**src/rtl/rtcs_pkg.sv**
```systemverilog
package rtcs_pkg;
  localparam int          BYTE_W  = 8;
  localparam logic [7:0]  OP_READ  = 8'h13;
  localparam logic [7:0]  OP_WRITE = 8'h12;
  localparam int          SEC_ADDR = 1;
  localparam int          WKD_ADDR = 4;
  localparam int          RUN_BIT  = 5;

  typedef enum logic [1:0] {PH_CMD, PH_ADDR, PH_DATA, PH_SKIP} phase_t;

  function automatic logic [6:0] bcd_sec_next(input logic [6:0] s);
    logic [6:0] n;
    if (s[3:0] == 4'd9) begin
      n[3:0] = 4'd0;
      n[6:4] = (s[6:4] == 3'd5) ? 3'd0 : s[6:4] + 3'd1;
    end else begin
      n[3:0] = s[3:0] + 4'd1;
      n[6:4] = s[6:4];
    end
    return n;
  endfunction
endpackage

```
**src/rtl/rtcs_spi_shift.sv**
```systemverilog
module rtcs_spi_shift
  import rtcs_pkg::*;
#(
  parameter int SYNC_STAGES = 2
) (
  input  logic              clk,
  input  logic              rst_n,
  input  logic              spi_sck,
  input  logic              spi_cs_n,
  input  logic              spi_mosi,
  input  logic              tx_load,
  input  logic [BYTE_W-1:0] tx_byte,
  output logic              spi_miso,
  output logic              cs_act,
  output logic              byte_done,
  output logic [BYTE_W-1:0] rx_byte
);
  localparam int CW = $clog2(BYTE_W);

  logic [SYNC_STAGES:0]   sck_p;
  logic [SYNC_STAGES-1:0] cs_p, mosi_p;
  logic                   sck_rise, sck_fall, mosi_s;
  logic [CW-1:0]          bit_cnt;
  logic [BYTE_W-2:0]      shin;
  logic [BYTE_W-1:0]      shout;

  always_ff @(posedge clk) begin
    if (!rst_n) begin
      sck_p  <= '0;
      cs_p   <= '1;
      mosi_p <= '0;
    end else begin
      sck_p  <= {sck_p[SYNC_STAGES-1:0], spi_sck};
      cs_p   <= {cs_p[SYNC_STAGES-2:0], spi_cs_n};
      mosi_p <= {mosi_p[SYNC_STAGES-2:0], spi_mosi};
    end
  end

  assign sck_rise  = sck_p[SYNC_STAGES-1] & ~sck_p[SYNC_STAGES];
  assign sck_fall  = ~sck_p[SYNC_STAGES-1] & sck_p[SYNC_STAGES];
  assign mosi_s    = mosi_p[SYNC_STAGES-1];
  assign cs_act    = ~cs_p[SYNC_STAGES-1];
  assign byte_done = cs_act & sck_rise & (bit_cnt == CW'(BYTE_W-1));
  assign rx_byte   = {shin, mosi_s};
  assign spi_miso  = ~spi_cs_n & cs_act & shout[BYTE_W-1];

  always_ff @(posedge clk) begin
    if (!rst_n || !cs_act) begin
      bit_cnt <= '0;
      shin    <= '0;
      shout   <= '0;
    end else begin
      if (sck_rise) begin
        shin    <= {shin[BYTE_W-3:0], mosi_s};
        bit_cnt <= bit_cnt + CW'(1);
      end
      if (tx_load)
        shout <= tx_byte;
      else if (sck_fall && bit_cnt != '0)
        shout <= {shout[BYTE_W-2:0], 1'b0};
    end
  end

  a_r1_byte_spacing: assert property (@(posedge clk) disable iff (!rst_n)
    byte_done |=> !byte_done);
endmodule

```
**src/rtl/rtcs_ctrl.sv**
```systemverilog
module rtcs_ctrl
  import rtcs_pkg::*;
#(
  parameter int ADDR_W = 5
) (
  input  logic              clk,
  input  logic              rst_n,
  input  logic              cs_act,
  input  logic              byte_done,
  input  logic [BYTE_W-1:0] rx_byte,
  input  logic [BYTE_W-1:0] rd_data,
  output logic              tx_load,
  output logic [BYTE_W-1:0] tx_byte,
  output logic [ADDR_W-1:0] rd_addr,
  output logic              wr_en,
  output logic [ADDR_W-1:0] wr_addr,
  output logic [BYTE_W-1:0] wr_data
);
  phase_t            phase;
  logic              is_rd;
  logic [ADDR_W-1:0] addr;

  always_ff @(posedge clk) begin
    if (!rst_n) begin
      phase <= PH_CMD;
      is_rd <= 1'b0;
      addr  <= '0;
    end else if (!cs_act) begin
      phase <= PH_CMD;
    end else if (byte_done) begin
      unique case (phase)
        PH_CMD: begin
          if (rx_byte == OP_READ) begin
            is_rd <= 1'b1;
            phase <= PH_ADDR;
          end else if (rx_byte == OP_WRITE) begin
            is_rd <= 1'b0;
            phase <= PH_ADDR;
          end else begin
            phase <= PH_SKIP;
          end
        end
        PH_ADDR: begin
          addr  <= rx_byte[ADDR_W-1:0] + ADDR_W'(is_rd);
          phase <= PH_DATA;
        end
        PH_DATA: addr <= addr + ADDR_W'(1);
        default: phase <= PH_SKIP;
      endcase
    end
  end

  always_comb begin
    rd_addr = (phase == PH_ADDR) ? rx_byte[ADDR_W-1:0] : addr;
    tx_load = byte_done;
    tx_byte = (is_rd && (phase == PH_ADDR || phase == PH_DATA)) ? rd_data : '0;
    wr_en   = byte_done && phase == PH_DATA && !is_rd;
    wr_addr = addr;
    wr_data = rx_byte;
  end

  a_r4_addr_step: assert property (@(posedge clk) disable iff (!rst_n)
    (byte_done && cs_act && phase == PH_DATA) |=> addr == $past(addr) + ADDR_W'(1));
endmodule

```
**src/rtl/rtcs_regs.sv**
```systemverilog
module rtcs_regs
  import rtcs_pkg::*;
#(
  parameter int ADDR_W    = 5,
  parameter int LAG_TICKS = 3
) (
  input  logic              clk,
  input  logic              rst_n,
  input  logic              tick,
  input  logic              wr_en,
  input  logic [ADDR_W-1:0] wr_addr,
  input  logic [BYTE_W-1:0] wr_data,
  input  logic [ADDR_W-1:0] rd_addr,
  output logic [BYTE_W-1:0] rd_data
);
  localparam int DEPTH = 1 << ADDR_W;
  localparam int LW    = $clog2(LAG_TICKS + 1);

  logic [BYTE_W-1:0] mem [DEPTH];
  logic              running;
  logic [LW-1:0]     lag_cnt;
  logic              start_bit, sec_wr;

  assign start_bit = mem[SEC_ADDR][BYTE_W-1];
  assign sec_wr    = wr_en && wr_addr == ADDR_W'(SEC_ADDR);

  always_ff @(posedge clk) begin
    if (!rst_n) begin
      for (int i = 0; i < DEPTH; i++) mem[i] <= '0;
    end else begin
      if (tick && running && !sec_wr)
        mem[SEC_ADDR] <= {start_bit, bcd_sec_next(mem[SEC_ADDR][6:0])};
      if (wr_en)
        mem[wr_addr] <= wr_data;
    end
  end

  always_ff @(posedge clk) begin
    if (!rst_n) begin
      running <= 1'b0;
      lag_cnt <= '0;
    end else if (running == start_bit) begin
      lag_cnt <= '0;
    end else if (tick) begin
      if (lag_cnt == LW'(LAG_TICKS - 1)) begin
        running <= start_bit;
        lag_cnt <= '0;
      end else begin
        lag_cnt <= lag_cnt + LW'(1);
      end
    end
  end

  always_comb begin
    rd_data = mem[rd_addr];
    if (rd_addr == ADDR_W'(WKD_ADDR)) rd_data[RUN_BIT] = running;
  end

  a_r9_flag_on_tick: assert property (@(posedge clk) disable iff (!rst_n)
    (running != $past(running)) |-> $past(tick));
  a_r10_sec_wrap: assert property (@(posedge clk) disable iff (!rst_n)
    (tick && running && !wr_en && mem[SEC_ADDR][6:0] == 7'h59)
      |=> mem[SEC_ADDR][6:0] == 7'h00);
  a_r10_hold_stopped: assert property (@(posedge clk) disable iff (!rst_n)
    (!running && !wr_en) |=> $stable(mem[SEC_ADDR]));
endmodule

```
**src/rtl/rtc_spi_regslave.sv**
```systemverilog
module rtc_spi_regslave
  import rtcs_pkg::*;
#(
  parameter int ADDR_W      = 5,
  parameter int LAG_TICKS   = 3,
  parameter int SYNC_STAGES = 2
) (
  input  logic clk,
  input  logic rst_n,
  input  logic tick,
  input  logic spi_sck,
  input  logic spi_cs_n,
  input  logic spi_mosi,
  output logic spi_miso
);
  logic              cs_act, byte_done, tx_load, wr_en;
  logic [BYTE_W-1:0] rx_byte, tx_byte, rd_data, wr_data;
  logic [ADDR_W-1:0] rd_addr, wr_addr;

  rtcs_spi_shift #(.SYNC_STAGES(SYNC_STAGES)) u_shift (
    .clk(clk), .rst_n(rst_n), .spi_sck(spi_sck), .spi_cs_n(spi_cs_n),
    .spi_mosi(spi_mosi), .tx_load(tx_load), .tx_byte(tx_byte),
    .spi_miso(spi_miso), .cs_act(cs_act), .byte_done(byte_done),
    .rx_byte(rx_byte));

  rtcs_ctrl #(.ADDR_W(ADDR_W)) u_ctrl (
    .clk(clk), .rst_n(rst_n), .cs_act(cs_act), .byte_done(byte_done),
    .rx_byte(rx_byte), .rd_data(rd_data), .tx_load(tx_load),
    .tx_byte(tx_byte), .rd_addr(rd_addr), .wr_en(wr_en),
    .wr_addr(wr_addr), .wr_data(wr_data));

  rtcs_regs #(.ADDR_W(ADDR_W), .LAG_TICKS(LAG_TICKS)) u_regs (
    .clk(clk), .rst_n(rst_n), .tick(tick), .wr_en(wr_en),
    .wr_addr(wr_addr), .wr_data(wr_data), .rd_addr(rd_addr),
    .rd_data(rd_data));
endmodule

```
**config.mk**
```make
export PLATFORM = sky130hd
export DESIGN_NAME = rtc_spi_regslave
export DESIGN_NICKNAME = d
export VERILOG_FILES = /design/src/rtl/rtcs_pkg.sv /design/src/rtl/rtcs_spi_shift.sv /design/src/rtl/rtcs_ctrl.sv /design/src/rtl/rtcs_regs.sv /design/src/rtl/rtc_spi_regslave.sv
export SDC_FILE = /design/constraint.sdc
export NUM_CORES = 1
export LEC_CHECK = 0
export BUFFER_PORTS_ARGS = -buffer_cell sky130_fd_sc_hd__buf_4
export CORE_MARGIN = 3
export CORE_UTILIZATION = 60
export DETAILED_ROUTE_END_ITERATION = 10
export PLACE_DENSITY = 0.83
export SLEW_MARGIN = 20
export SYNTH_ARGS = -nofsm -noshare
export SYNTH_HDL_FRONTEND = slang
export SYNTH_HIERARCHICAL = 1
export SYNTH_SLANG_ARGS = --single-unit
```
**constraint.sdc**
```tcl
create_clock -name clk -period 3.47 [get_ports clk]
set_input_delay 0.347 -clock clk [delete_from_list [all_inputs] [get_ports clk]]
set_output_delay 0.347 -clock clk [all_outputs]
set_load 0.02 [all_outputs]
```
[Word level (Yosys, flattened, before mapping)]
Memory sizes are Yosys's and may differ from the RTL's.
Cells that the tools add are included.
Storage, ports and cells
  register bits: 36
  bits in writable memories: 256
  bits of input ports: 6
  word-level logic and storage cells: 94
  memories kept: 1
Operators by class
  $add $sub $neg: 6
  eq/ne operators: 11
  mux-type cells: 27
  bitwise operators: 14
  reductions and logical operators: 24
Memories
  u_regs.mem: words 32, bits a word 8, rd ports 2, clocked after Yosys merged registers in 0, write ports 32, RTL line rtcs_regs.sv:19  | logic [BYTE_W-1:0] mem [DEPTH];
Operators with widths (count)
  two-way mux 8 bit: 5
  two-way mux 7 bit: 3
  == test 8 x 5 -> 1 bit (second input constant): 2
  two-way mux 1 bit: 11
  two-way mux 5 bit: 2
  case mux 5 bit (2 select lines): 1
  OR reduction 8 bit: 1
  logical AND 1 bit: 7
  NOT 1 bit: 7
  adder 3 x 1 -> 3 bit (second input constant): 2
  bitwise AND 1 bit: 6
  == test 3 bit (second input constant): 2
  two-way mux 2 bit: 3
  case mux 2 bit (3 select lines): 1
  AND reduction 3 bit: 2
  nonzero test 2 bit: 3
  adder 5 x 1 -> 5 bit: 1
  adder 5 x 1 -> 5 bit (second input constant): 1
  == test 5 x 1 -> 1 bit (second input constant): 1
  == test 5 x 3 -> 1 bit (second input constant): 1
  adder 4 x 1 -> 4 bit (second input constant): 1
  == test 2 bit (second input constant): 2
  == test 4 bit (second input constant): 1
  AND reduction 4 bit: 1
  other kinds (11): 15

[Longest topological paths before layout]
  depth in word-level cells: 13
  mapped depth: 13
  gate-level depth less buffers: 10

[Cells and area by module]
Netlist, hierarchy kept.
By module, submodules not included
  rtcs_regs: instances 1, cells each 834, area an instance 12132.9 sq um
  rtcs_spi_shift: instances 1, cells each 117, area an instance 1018.5 sq um
  rtcs_ctrl: instances 1, cells each 90, area an instance 802.0 sq um

[Worst setup path before layout]
OpenSTA, ideal clock, no wires.
  kind: register -> register
  start point: register u_shift.sck_p[2]
  end point: memory u_regs.mem[30][0] (enable)
  setup time: 0.384 ns
  arrival time: 2.475 ns
  data required time: 3.086 ns
  path slack: 0.611 ns
  cell stages (with the launch flop): 9
  buffers on the path: 2
  period minus slack after synthesis: 2.859 ns
  cells stage by stage: dfxtp_1 > and2b_2 > clkbuf_1 > and3_1 > nand2_1 > nor2_1 > nand4b_1 > clkbuf_1 > o21ai_0
RTL lines
  from (decl): RTL line rtcs_spi_shift.sv:20  | logic [SYNC_STAGES:0] sck_p;
  from (signal assigned): RTL line rtcs_spi_shift.sv:33  | sck_p <= {sck_p[SYNC_STAGES-1:0], spi_sck};
  to (decl): RTL line rtcs_regs.sv:19

[Final worst setup path]
  start point: register u_ctrl.phase[1]
  end point: register u_shift.shout[3]
Between the ends
  cells in the longest elaborated chain, start to end: 5
  elaborated cells between the ends (all ways): 8
Ends and longest elaborated chain
  from (decl): RTL line rtcs_ctrl.sv:19  | phase_t phase;
  from (signal assigned): RTL line rtcs_ctrl.sv:25  | phase <= PH_CMD;
  from (signal assigned): RTL line rtcs_ctrl.sv:29  | phase <= PH_CMD;
  from (signal assigned): RTL line rtcs_ctrl.sv:35  | phase <= PH_ADDR;
  == test 2 x 1 -> 1 bit: RTL line rtcs_ctrl.sv:54  | rd_addr = (phase == PH_ADDR) ? rx_byte[ADDR_W-1:0] : addr;
  two-way mux 5 bit: RTL line rtcs_ctrl.sv:54
  net rd_addr[0]: RTL line rtc_spi_regslave.sv:18  | logic [ADDR_W-1:0] rd_addr, wr_addr;
  memory read (32 x 8 bit)
  net rd_data[3]: RTL line rtc_spi_regslave.sv:17  | logic [BYTE_W-1:0] rx_byte, tx_byte, rd_data, wr_data;
  two-way mux 8 bit: RTL line rtcs_ctrl.sv:56  | tx_byte = (is_rd && (phase == PH_ADDR || phase == PH_DATA)) ? rd_data : '0;
  net tx_byte[3]: RTL line rtc_spi_regslave.sv:17
  two-way mux 8 bit: RTL line rtcs_spi_shift.sv:57  | if (tx_load)
  to (signal assigned): RTL line rtcs_spi_shift.sv:58  | shout <= tx_byte;
  to (signal assigned): RTL line rtcs_spi_shift.sv:60  | shout <= {shout[BYTE_W-2:0], 1'b0};
  to (decl): RTL line rtcs_spi_shift.sv:25  | logic [BYTE_W-1:0] shout;
The timed path passes the listed nets, and every way through them passes these cells.
A chain may end at the register's enable or synchronous reset.

==> summary.md <==
| Metric | Value |
|---|---|
| Status | finished, final reports clean |
| Placed instance area | 14500 µm² |
| Unrepaired setup endpoints after global routing | no |
| Sw Share | 20.0% |
| PortBufs | 6 |
| Worst-Skew Late Latency | 560 ps |
| Vias | 8812 |
| Hold_buf cts | 3 |
| Met1 Use GR | 37.4% |
| Die ar. | 25100 µm² |
| Number of global-route vias before repair | 8710 |
| Area contributors post-synth | edfxtp_1, and2_1, mux4_2, dfxtp_1, mux2i_1 |
| Die Y | 158 µm |
| Design Area, Final | 15500 µm² |
| First-pass detailed-route iteration total | 6 |
| Top_reg_cell synth | edfxtp_1 |
| Largest net degree at the start of global routing | 46 |
| Nets | 1084 |
| HPWL Detailed | 21400 µm |
| Power density cells | 486 nW/µm² |
| H-Tree Depth | 1 |
| Fmax | 0.328 GHz |
| Logic pwr share | 3.1% |
| Internal | 0.00604 W |
| CTS tree | built |
| Cells after Synth | 1041 |
| Post-Syn Area | 14000 µm² |
| Post-Syn Nets | 1059 |
| Most numerous cell in the Yosys netlist | edfxtp_1 |
| WS Path Type | flop to flop |
| Critical Path RT | 3900 ps |
| YS warnings | 6 |
| Hold WC Path Type | primary input to flop |
| Max Slew Vio Count | 0 |
| Worst hold slack | 175 ps |
| Clock skew | 16.9 ps |
| Clock buffer depth | 3 |
| Global placer's final weighted congestion | 0.917 |
| Arrival time worst endpoint | 3480 ps |
| Yosys top cell area share | 54.9% |
| Initial antenna violation count | 0 |
| Starting Density | 61.3% |
| Num CTS Buffers | 30 |
| Number of flops mapped to enable cells by yosys | 255 |
| # fillers | 1513 |
| Synth cell count leaders | edfxtp_1, and2_1, nor2_1 |
| MaxCap Viol Count | 0 |
| GRT Util Overall | 26.7% |
| Met3 usage | 4.48% |
| First-pass GRT wire length | 50300 µm |
| Final min period | 3050 ps |
| Netlist cell types | 64 |
| First DRT Iteration DRCs | 1240 |
| # setup viols final | 0 |
| Sequential area share after synthesis | 60.0% |
| #FFs+latches synth | 291 |
| Worst Setup End Kind | flop |
| Share of layout cells above drive strength 1 | 18.0% |
| Antenna viol nets, final | 0 |
| Avg Inst Size Synth | 13.4 µm² |
| Leakage power | 5.26 nW |
| Met2 usage | 42.7% |
| Fin worst setup slack | 420 ps |
| Hold violation total from the final report | 0 |
| Top Ports | 7 |
| Rows | 55 |
| CTS Sinks | 291 |
| Synth async-reset ratio | 0% |
| ANT cells | 0 |
| Final TNS setup | 0 ps |
| Yosys top cell by area | edfxtp_1 |
| Area grow syn2layout | 11.4% |
| Post_cts resized | 0 |
| Tcrit/Tclk final | 87.9% |
| Die Width | 158 µm |
| Vias per cell | 6.29 |
| R2r setup slk | 420 ps |
| Setup Fix Bufs, Post-CTS | 0 |
| Routed len/inst | 23.3 µm |
| Root buf cell | clkbuf_16 |
| Crit Path Max Fanout | 21 |
| Sw Pwr | 0.00151 W |
| Max-Slew Margin vs Limit | 47.5% |
| Worst ir drop on vdd | 0.000378 V |
| Overflow left after global routing | 0 |
| GRT busiest layer | met2 |
| Reg power frac | 53.1% |
| Clock share of power | 43.8% |
| DRC errors left | 0 |
| Core Region | 22800 µm² |
| Worst-margin pin slew | 786 ps |
| Worst setup SP type | flop |
| Clk pin slew, worst setup/hold paths | 60 ps |
| Drt total wl | 32600 µm |
| Dpl ws | 491 ps |
## cells in the final DEF, fill, tap and decap left out, types with 7 or more instances in the layout
cell type and n:
a211oi_1 12, a21oi_1 14, and2_1 252, and3_1 8, buf_4 62, clkbuf_16 31
clkinv_1 7, dfxtp_1 36, edfxtp_1 255, ha_1 12, inv_1 12, mux2_2 14
mux2i_1 23, mux4_2 53, nand2_1 47, nand3_1 13, nand3b_1 9, nor2_1 54
nor2b_1 8, o21ai_0 44
## kinds of logic (layout without fill, tap and decap cells)
kind of cell	Yosys count	in the layout	synth area share, %
DFF	291	291	60.0
AOI/OAI and AO/OA	112	112	5.26
buffers and inverters	87	135	3.08
adders and majority gates	12	12	1.08
xor gates and xnor gates	7	7	0.439
muxes	93	93	11.8
and+or+nand+nor	439	439	18.3
## power by group through the flow
stage	logic [W]	clock network, W	registers [W]
global route	0.000250	0.00349	0.00402
CTS	0.000233	0.00334	0.00401
global placement	0.000223	0	0.00407
finish	0.000235	0.00331	0.00401
detailed placement	0.000229	0	0.00408
floorplan	0.000139	0	0.00405
## worst paths after layout
| path | start | to | cells past startpoint |
|---|---|---|---|
| worst max register to register | u_ctrl/phase[1]$_SDFFE_PN0P_ | u_shift/shout[3]$_SDFFE_PP0P_ | 11 |
| worst max-delay path | u_ctrl/phase[1]$_SDFFE_PN0P_ | u_shift/shout[3]$_SDFFE_PP0P_ | 11 |
| worst min-delay path | tick | u_regs/lag_cnt[0]$_SDFFE_PP0P_ | 4 |
| worst min register to register | u_shift/cs_p[0]$_SDFF_PN1_ | u_shift/cs_p[1]$_SDFF_PN1_ | 1 |
## critical path, stage by stage, from the launching register on
cell	delay, ps
dfxtp_1	360
inv_1	90
ha_1	270
mux2_2	270
buf_4	350
buf_4	330
mux4_2	530
a31oi_1	180
a21oi_1	90
and3_2	190
o21ai_0	160
a211oi_1	70
## routing by layer
metal	vias up	part of all wire, %
li1	3864	-
met1	4323	38
met2	530	47
met3	95	10
met4	0	4.3
met5	-	0
## flip-flops by register name, summed over array words and instances, names as in the netlist
register / cells
u_regs/lag_cnt: 2
u_regs/running: 1
u_shift/cs_p: 2
u_shift/bit_cnt: 3
u_shift/shout: 8
u_ctrl/wr_addr: 5
u_regs/mem: 255
u_ctrl/phase: 2
u_shift/shin: 7
u_shift/mosi_p: 2
u_shift/sck_p: 3
u_ctrl/is_rd: 1
## cell type report
type | count | area (µm²) | share of cell area, %
Clock buffer | 35 | 791 | 5.09
Clock inverter | 20 | 230 | 1.48
Inverter | 12 | 45.0 | 0.290
Multi-Input combinational cell | 663 | 5150 | 33.1
Sequential cell | 291 | 8380 | 53.9
Tap cell | 313 | 392 | 2.52
Timing Repair Buffer | 68 | 556 | 3.57
## metrics by stage
step	instances	utilization, %	power [W]
after detailed placement	1344	63.6	0.00431
after global placement	1344	63.6	0.00430
after global routing	1402	68.2	0.00776
after floorplan	1041	-	0.00419
final	1402	68.2	0.00756
after CTS	1402	68.2	0.00758
Power figures use the tool's default switching activity.
